**config.mk**
```make
export PLATFORM = sky130hd
export DESIGN_NAME = line_fill_seq
export DESIGN_NICKNAME = d
export VERILOG_FILES = /design/src/rtl/lfs_pkg.sv /design/src/rtl/lfs_trigger.sv /design/src/rtl/lfs_fetch.sv /design/src/rtl/line_fill_seq.sv
export SDC_FILE = /design/constraint.sdc
export NUM_CORES = 1
export LEC_CHECK = 0
export ABC_AREA = 0
export BUFFER_PORTS_ARGS = -buffer_cell sky130_fd_sc_hd__buf_2
export CAP_MARGIN = 20
export CORE_MARGIN = 8
export CORE_UTILIZATION = 49
export DETAILED_ROUTE_END_ITERATION = 6
export HOLD_SLACK_MARGIN = 0.15
export MAX_ROUTING_LAYER = met4
export PLACE_DENSITY = 0.8
export SETUP_SLACK_MARGIN = 0.4
export SLEW_MARGIN = 20
export SYNTH_ARGS = -nofsm -noshare
export SYNTH_HDL_FRONTEND = slang
export SYNTH_SLANG_ARGS = --single-unit
```
**constraint.sdc**
```tcl
create_clock -name clk -period 4.5 [get_ports clk]
set_input_delay 0.225 -clock clk [delete_from_list [all_inputs] [get_ports clk]]
set_output_delay 0.225 -clock clk [all_outputs]
set_load 0.1 [all_outputs]
```
**src/rtl/lfs_pkg.sv**
```systemverilog
package lfs_pkg;

  localparam int unsigned LEN_W = 7;

  typedef enum logic [1:0] {
    F_IDLE,
    F_REQ,
    F_BEAT
  } fetch_st_t;

  // {depth, full}: beats minus one per line fill
  function automatic logic [LEN_W-1:0] beats_minus_one(input logic [1:0] m);
    logic [LEN_W-1:0] r;
    unique case (m)
      2'b00:   r = 7'd19;
      2'b01:   r = 7'd39;
      2'b10:   r = 7'd39;
      default: r = 7'd79;
    endcase
    return r;
  endfunction

endpackage

```
**src/rtl/lfs_trigger.sv**
```systemverilog
module lfs_trigger
  import lfs_pkg::*;
#(
  parameter int H_VIS   = 640,
  parameter int V_VIS   = 480,
  parameter int V_TOTAL = 525,
  parameter int CNT_W   = 10
) (
  input  logic             clk,
  input  logic             rst,
  input  logic             video_en,
  input  logic [1:0]       disp_mode,
  input  logic [CNT_W-1:0] hcount,
  input  logic [CNT_W-1:0] vcount,
  output logic             go_q,
  output logic             first_q,
  output logic [LEN_W-1:0] len_q
);

  localparam logic [CNT_W-1:0] LINE_END   = CNT_W'(H_VIS);
  localparam logic [CNT_W-1:0] START_FULL = CNT_W'(V_TOTAL - 1);
  localparam logic [CNT_W-1:0] START_HALF = CNT_W'(V_TOTAL - 2);
  localparam logic [CNT_W-1:0] LAST_VIS   = CNT_W'(V_VIS - 1);

  logic             full_q;
  logic             frame_on;
  logic             at_end;
  logic [CNT_W-1:0] start_line;

  assign at_end     = (hcount == LINE_END);
  assign start_line = full_q ? START_FULL : START_HALF;

  always_ff @(posedge clk) begin
    if (rst) begin
      full_q   <= 1'b0;
      len_q    <= beats_minus_one(2'b00);
      frame_on <= 1'b0;
      go_q     <= 1'b0;
      first_q  <= 1'b0;
    end else begin
      go_q    <= 1'b0;
      first_q <= 1'b0;
      // mode-derived values freeze once a frame of fills is running
      if (!frame_on) begin
        full_q <= disp_mode[0];
        len_q  <= beats_minus_one(disp_mode);
      end
      if (!video_en) begin
        frame_on <= 1'b0;
      end else if (at_end) begin
        if (!frame_on && vcount == start_line) begin
          frame_on <= 1'b1;
          go_q     <= 1'b1;
          first_q  <= 1'b1;
        end else if (frame_on && vcount < LAST_VIS && (full_q || vcount[0])) begin
          go_q <= 1'b1;
        end else if (frame_on && vcount == LAST_VIS) begin
          frame_on <= 1'b0;
        end
      end
    end
  end

  // fills are only launched from the line-end column
  a_r1_line_end: assert property (@(posedge clk) disable iff (rst)
    go_q |-> $past(hcount) == LINE_END);

  // apart from the start fill, fills only serve visible lines
  a_r4_window: assert property (@(posedge clk) disable iff (rst)
    (go_q && !first_q) |-> $past(vcount) < LAST_VIS);

  // disabled video launches nothing
  a_r6_quiet: assert property (@(posedge clk) disable iff (rst)
    !video_en |=> !go_q);

endmodule

```
**src/rtl/lfs_fetch.sv**
```systemverilog
module lfs_fetch
  import lfs_pkg::*;
#(
  parameter int ADDR_W = 32,
  parameter int DATA_W = 128
) (
  input  logic              clk,
  input  logic              rst,
  input  logic              go,
  input  logic              first,
  input  logic [LEN_W-1:0]  len,
  input  logic [ADDR_W-1:0] frame_base,
  output logic              mem_req,
  input  logic              mem_gnt,
  output logic [ADDR_W-1:0] mem_addr,
  output logic [LEN_W-1:0]  mem_len,
  input  logic              beat_valid,
  input  logic [DATA_W-1:0] beat_data,
  output logic              lc_we,
  output logic [LEN_W-1:0]  lc_addr,
  output logic [DATA_W-1:0] lc_wdata,
  output logic              fill_busy,
  output logic              fill_done
);

  localparam int BEAT_BYTES = DATA_W / 8;
  localparam int BYTE_SH    = $clog2(BEAT_BYTES);

  fetch_st_t         state;
  logic [ADDR_W-1:0] next_addr;
  logic [ADDR_W-1:0] this_addr;
  logic [ADDR_W-1:0] line_bytes;
  logic [LEN_W-1:0]  beat_cnt;

  assign this_addr  = first ? frame_base : next_addr;
  assign line_bytes = (ADDR_W'(len) + ADDR_W'(1)) << BYTE_SH;

  always_ff @(posedge clk) begin
    if (rst) begin
      state     <= F_IDLE;
      mem_req   <= 1'b0;
      mem_addr  <= '0;
      mem_len   <= '0;
      next_addr <= '0;
      beat_cnt  <= '0;
      lc_we     <= 1'b0;
      lc_addr   <= '0;
      lc_wdata  <= '0;
      fill_busy <= 1'b0;
      fill_done <= 1'b0;
    end else begin
      lc_we <= 1'b0;
      unique case (state)
        F_IDLE: begin
          if (go) begin
            state     <= F_REQ;
            mem_req   <= 1'b1;
            mem_addr  <= this_addr;
            mem_len   <= len;
            next_addr <= this_addr + line_bytes;
            fill_busy <= 1'b1;
            fill_done <= 1'b0;
          end
        end
        F_REQ: begin
          if (mem_gnt) begin
            state    <= F_BEAT;
            mem_req  <= 1'b0;
            beat_cnt <= '0;
          end
        end
        default: begin
          if (beat_valid) begin
            lc_we    <= 1'b1;
            lc_addr  <= beat_cnt;
            lc_wdata <= beat_data;
            beat_cnt <= beat_cnt + 1'b1;
            if (beat_cnt == mem_len) begin
              state     <= F_IDLE;
              fill_busy <= 1'b0;
              fill_done <= 1'b1;
            end
          end
        end
      endcase
    end
  end

  // request held until granted, then released
  a_r7_req_hold: assert property (@(posedge clk) disable iff (rst)
    (mem_req && !mem_gnt) |=> mem_req);
  a_r7_req_drop: assert property (@(posedge clk) disable iff (rst)
    (mem_req && mem_gnt) |=> !mem_req);

  // cache writes follow returned beats and stay inside the burst
  a_r9_we_follows_beat: assert property (@(posedge clk) disable iff (rst)
    lc_we |-> $past(beat_valid));
  a_r9_addr_bound: assert property (@(posedge clk) disable iff (rst)
    lc_we |-> lc_addr <= mem_len);

  // done and busy never overlap
  a_r11_exclusive: assert property (@(posedge clk) disable iff (rst)
    fill_done |-> !fill_busy);

endmodule

```
**src/rtl/line_fill_seq.sv**
```systemverilog
module line_fill_seq
  import lfs_pkg::*;
#(
  parameter int H_VIS   = 640,
  parameter int V_VIS   = 480,
  parameter int V_TOTAL = 525,
  parameter int CNT_W   = 10,
  parameter int ADDR_W  = 32,
  parameter int DATA_W  = 128
) (
  input  logic              clk,
  input  logic              rst,
  input  logic              video_en,
  input  logic [1:0]        disp_mode,
  input  logic [ADDR_W-1:0] frame_base,
  input  logic [CNT_W-1:0]  hcount,
  input  logic [CNT_W-1:0]  vcount,
  output logic              mem_req,
  input  logic              mem_gnt,
  output logic [ADDR_W-1:0] mem_addr,
  output logic [LEN_W-1:0]  mem_len,
  input  logic              beat_valid,
  input  logic [DATA_W-1:0] beat_data,
  output logic              lc_we,
  output logic [LEN_W-1:0]  lc_addr,
  output logic [DATA_W-1:0] lc_wdata,
  output logic              fill_busy,
  output logic              fill_done
);

  logic             go;
  logic             first;
  logic [LEN_W-1:0] len;

  lfs_trigger #(
    .H_VIS(H_VIS), .V_VIS(V_VIS), .V_TOTAL(V_TOTAL), .CNT_W(CNT_W)
  ) trig_i (
    .clk(clk), .rst(rst), .video_en(video_en), .disp_mode(disp_mode),
    .hcount(hcount), .vcount(vcount),
    .go_q(go), .first_q(first), .len_q(len)
  );

  lfs_fetch #(
    .ADDR_W(ADDR_W), .DATA_W(DATA_W)
  ) fetch_i (
    .clk(clk), .rst(rst), .go(go), .first(first), .len(len),
    .frame_base(frame_base),
    .mem_req(mem_req), .mem_gnt(mem_gnt), .mem_addr(mem_addr), .mem_len(mem_len),
    .beat_valid(beat_valid), .beat_data(beat_data),
    .lc_we(lc_we), .lc_addr(lc_addr), .lc_wdata(lc_wdata),
    .fill_busy(fill_busy), .fill_done(fill_done)
  );

endmodule

```
==> run_summary.xml <==
<?xml version="1.0" encoding="UTF-8"?>
<metrics>
  <group name="setup_path">
    <metric name="required" unit="ns">4.90</metric>
    <metric name="worst-endpoint-arrival" unit="ns">3.40</metric>
    <metric name="setup.worst_path.end_class" unit="">flip-flop</metric>
    <metric name="reg2reg_capture_point" unit="">trig_i.go_q</metric>
    <metric name="timing.setup.critical_path_class" unit="">in -&gt; reg</metric>
    <metric name="critical_path.max_fanout" unit="">89</metric>
    <metric name="worstRegToRegCells" unit="">7</metric>
    <metric name="regToRegSetupSlack" unit="ns">1.52</metric>
    <metric name="reg2reg_from" unit="">trig_i.frame_on</metric>
    <metric name="worstSetupStartpointType" unit="">primary input</metric>
  </group>
  <group name="yosys">
    <metric name="synth_compound_gate_area_share" unit="%">17.8</metric>
    <metric name="ys_seq_elements" unit="">219</metric>
    <metric name="synthDistinctLibCells" unit="">65</metric>
    <metric name="mappedNetlistArea" unit="mm²">0.00929</metric>
    <metric name="ys_dominant_reg_cell" unit="">dfxtp_1</metric>
    <metric name="post_synth_mux_area_share" unit="%">3.39</metric>
    <metric name="yosys.area.top_type" unit="">dfxtp_1</metric>
    <metric name="seq_area_frac_synth" unit="%">47.2</metric>
    <metric name="ys_top_cells_by_area" unit="">dfxtp_1 (47%), nand2_1 (14%), a21oi_1 (9.4%), clkbuf_1 (2.5%), nor2_1 (2.4%)</metric>
    <metric name="post-synth-top-area-fraction" unit="%">47.2</metric>
    <metric name="synth_simple_gate_area_share" unit="%">23.9</metric>
    <metric name="yosys_warnings" unit="">0</metric>
    <metric name="synth_cells" unit="">1166</metric>
    <metric name="synth_adder_area_share" unit="%">1.83</metric>
    <metric name="yosys-top-cells-count" unit="">nand2_1 (336), dfxtp_1 (219), a21oi_1 (175)</metric>
    <metric name="synthXorXnorAreaFrac" unit="%">1.32</metric>
    <metric name="average_size_of_a_mapped_cell" unit="µm²">7.97</metric>
    <metric name="synth-edff-count" unit="">0</metric>
    <metric name="synth_top_family_by_area" unit="">simple AND/OR/NAND/NOR gates</metric>
    <metric name="synth_most_common_cell" unit="">nand2_1</metric>
    <metric name="synth_fp_nets" unit="">1366</metric>
    <metric name="ffs_w_async_s_r_synth" unit="%">0</metric>
  </group>
  <group name="drt">
    <metric name="route.detailed.vias_per_inst" unit="">5.62</metric>
    <metric name="routed-via-count" unit="">10700</metric>
    <metric name="first_drt_iteration_drcs" unit="">953</metric>
    <metric name="postRouteAntennaNets" unit="">0</metric>
    <metric name="drtPass1Iterations" unit="">5</metric>
    <metric name="route.final.wire_length" unit="µm">35600</metric>
    <metric name="number_of_drc_violations_after_detailed_routing" unit="">0</metric>
    <metric name="routed_wire_length_per_instance" unit="µm">18.8</metric>
  </group>
  <group name="floorplanning">
    <metric name="pin_count" unit="">365</metric>
    <metric name="die_width" unit="µm">154</metric>
    <metric name="fp.dieH" unit="µm">154</metric>
    <metric name="initial_utilization" unit="%">49.8</metric>
    <metric name="row_count" unit="">50</metric>
    <metric name="die_area" unit="mm²">0.0236</metric>
    <metric name="core_area" unit="mm²">0.0186</metric>
  </group>
  <group name="layout">
    <metric name="design.final.nets" unit="">1842</metric>
    <metric name="layout-area-overhead-vs-synth" unit="%">47.0</metric>
    <metric name="final_area" unit="mm²">0.0137</metric>
    <metric name="layout-drive-gt1-share" unit="%">26.2</metric>
    <metric name="multiInputGateArea" unit="mm²">0.00449</metric>
    <metric name="number_of_fill_cells" unit="">1267</metric>
    <metric name="layout.cells.non_filler" unit="">1899</metric>
    <metric name="area.sequential" unit="mm²">0.00439</metric>
  </group>
  <group name="global_routing">
    <metric name="gr-usage-all-layers" unit="%">29.7</metric>
    <metric name="largest_net_degree_at_the_start_of_global_routing" unit="">109</metric>
    <metric name="grt_antenna_before_repair" unit="">4</metric>
    <metric name="first_global_vias" unit="">10600</metric>
    <metric name="grt_first_pass_wirelength" unit="µm">56600</metric>
    <metric name="global_route.overflow_total" unit="">0</metric>
  </group>
  <group name="clock_tree">
    <metric name="clock_sinks" unit="">219</metric>
    <metric name="clock_pin_slew_worst_setup_and_hold_paths" unit="ns">0.06</metric>
    <metric name="worstSkewPairLatency" unit="ns">0.52</metric>
    <metric name="max-clock-path-buffers" unit="">3</metric>
    <metric name="cts.root.buffer_cell" unit="">clkbuf_16</metric>
    <metric name="cts-buffers-inserted" unit="">24</metric>
    <metric name="cts_repair_resize_count" unit="">0</metric>
    <metric name="tritoncts" unit="">done</metric>
    <metric name="htreeDepth" unit="">1</metric>
  </group>
  <group name="worst_hold_path">
    <metric name="worst_hold_path_type" unit="">in -&gt; reg</metric>
    <metric name="hold_path_startpoint" unit="">frame_base[11]</metric>
    <metric name="hold-path-cell-count" unit="">4</metric>
    <metric name="hold-path-endpoint" unit="">fetch_i.mem_addr[11]</metric>
  </group>
  <group name="timing">
    <metric name="unrepaired_setup_endpoints_after_global_routing" unit="">no</metric>
    <metric name="totalNegativeSetupSlack" unit="ns">0</metric>
    <metric name="worst_pin_slew" unit="ns">0.860</metric>
    <metric name="finalHoldViolations" unit="">0</metric>
    <metric name="setup_viol" unit="">0</metric>
    <metric name="slew_headroom" unit="%">42.7</metric>
    <metric name="finalCritPeriodShare" unit="%">66.7</metric>
    <metric name="finalMaxSlewViolations" unit="">0</metric>
    <metric name="clock.fmax" unit="MHz">333</metric>
    <metric name="skew" unit="ns">0.0104</metric>
    <metric name="min_period" unit="ns">3.00</metric>
  </group>
  <group name="placed_design">
    <metric name="number_of_cells_after_detailed_placement" unit="">1684</metric>
    <metric name="postPlaceCellArea" unit="mm²">0.0111</metric>
    <metric name="globalplace.congestion" unit="">0.867</metric>
    <metric name="dp.final_hpwl" unit="µm">21800</metric>
    <metric name="portBuffers" unit="">364</metric>
  </group>
  <group name="run_status">
    <metric name="outcome" unit="">finished clean</metric>
  </group>
  <group name="pwr">
    <metric name="power.leakage" unit="nW">5.72</metric>
    <metric name="power.ir.vdd_worst" unit="µV">375</metric>
    <metric name="power_per_cell_area" unit="mW/mm²">317</metric>
  </group>
  <group name="run">
    <metric name="cap_violations" unit="">0</metric>
  </group>
</metrics>
[through the flow]
stage	setup WS, ns	hold slack (ns)	power [mW]	utilization, %
after floorplan	1.34	0.361	2.04	-
after global placement	1.78	0.439	2.15	59.6
after detailed placement	1.67	0.444	2.15	59.6
after CTS	1.65	0.156	4.35	73.1
after global routing	1.36	0.167	4.47	73.2
final	1.50	0.175	4.33	73.2
[registers in the layout, summed over array words and instances, names as in the netlist, 2 cells and up]
register	count
fetch_i.lc_wdata	128
fetch_i.next_addr	32
fetch_i.lc_addr	7
fetch_i.state	2
fetch_i.beat_cnt	7
fetch_i.mem_addr	26
trig_i.len_q	4
fetch_i.mem_len	5
[cell type report]
type | count | area share, %
inverters | 14 | 0.385
clock buffers | 29 | 4.83
well taps | 234 | 2.14
clock inverters | 15 | 1.46
diodes | 5 | 0.0916
flip-flops and latches | 219 | 32.1
multi-input cells | 845 | 32.9
repair buffers | 538 | 26.1
[cell families (layout without fill, tap and decap cells)]
family | after synthesis | count (layout)
AO/OA/AOI/OAI | 281 | 281
XOR/XNOR | 14 | 14
adder cells (fa/ha/maj) | 13 | 13
buffers and inverters | 102 | 596
flip-flops | 219 | 219
multiplexers | 30 | 30
other | 0 | 5
AND/OR/NAND/NOR | 507 | 507
[cells in the final DEF, fill, tap and decap left out, types with 3 or more instances in the layout]
cell type / n
nand2_1: 335
o2111ai_1: 9
a211oi_1: 21
o21ai_1: 5
clkbuf_8: 4
inv_1: 14
nor3_1: 15
o21ai_0: 20
clkbuf_16: 24
nor2b_1: 6
nand3b_1: 7
nand3_1: 26
a31oi_1: 9
mux2i_1: 18
nor2_1: 60
dlygate4sd3_1: 165
buf_2: 363
o311ai_1: 5
or3_1: 8
ha_1: 12
clkinv_2: 7
bufinv_16: 4
and3_1: 3
nand4b_1: 5
dfxtp_1: 218
diode_2: 5
xor2_1: 4
mux2_1: 5
o211ai_1: 4
nand4_1: 15
a22oi_1: 13
buf_4: 8
a21oi_1: 175
mux2_2: 7
nor4_1: 3
xnor2_1: 10
[worst max-delay path, stage by stage]
cell and delay [ns]:
buf_6 0.50, inv_1 0.47, nand3_1 0.27, nor3_1 0.07, dlygate4sd3_1 0.56, nand2_1 0.08
dlygate4sd3_1 0.55, a21oi_1 0.07, dlygate4sd3_1 0.57
[power breakdown]
group / total [mW] / leakage (nW) / internal [mW] / switching [mW]
Combinational: 0.280 / 3.53 / 0.165 / 0.115
Clock: 2.10 / 0.427 / 1.28 / 0.818
Sequential: 1.95 / 1.77 / 1.94 / 0.00720
Total: 4.33 / 5.72 / 3.39 / 0.941
[metal layers]
metal  global-route usage [%]  wire (µm)
met3                     5.97       2970
met4                     16.8       2110
met1                     33.1      13400
met2                     49.4      17200
met5                        -          0
[worst max-delay path by stage]
stage / cells after the start / endpoint / startpoint
global placement: 6 / fetch_i.next_addr[25] / trig_i.first_q
finish: 9 / trig_i.go_q / rst
detailed placement: 9 / fetch_i.next_addr[18] / trig_i.len_q[2]
global route: 9 / fetch_i.next_addr[18] / trig_i.len_q[3]
CTS: 9 / fetch_i.next_addr[18] / trig_i.len_q[3]
floorplan: 12 / fetch_i.next_addr[16] / trig_i.first_q
[what timing repair did]
item                                   4_1_cts  5_1_grt
endpoints found under the hold margin      164        0
setup buffers                                0        0
hold buffers                               165        0
Power figures use the tool's default switching activity.
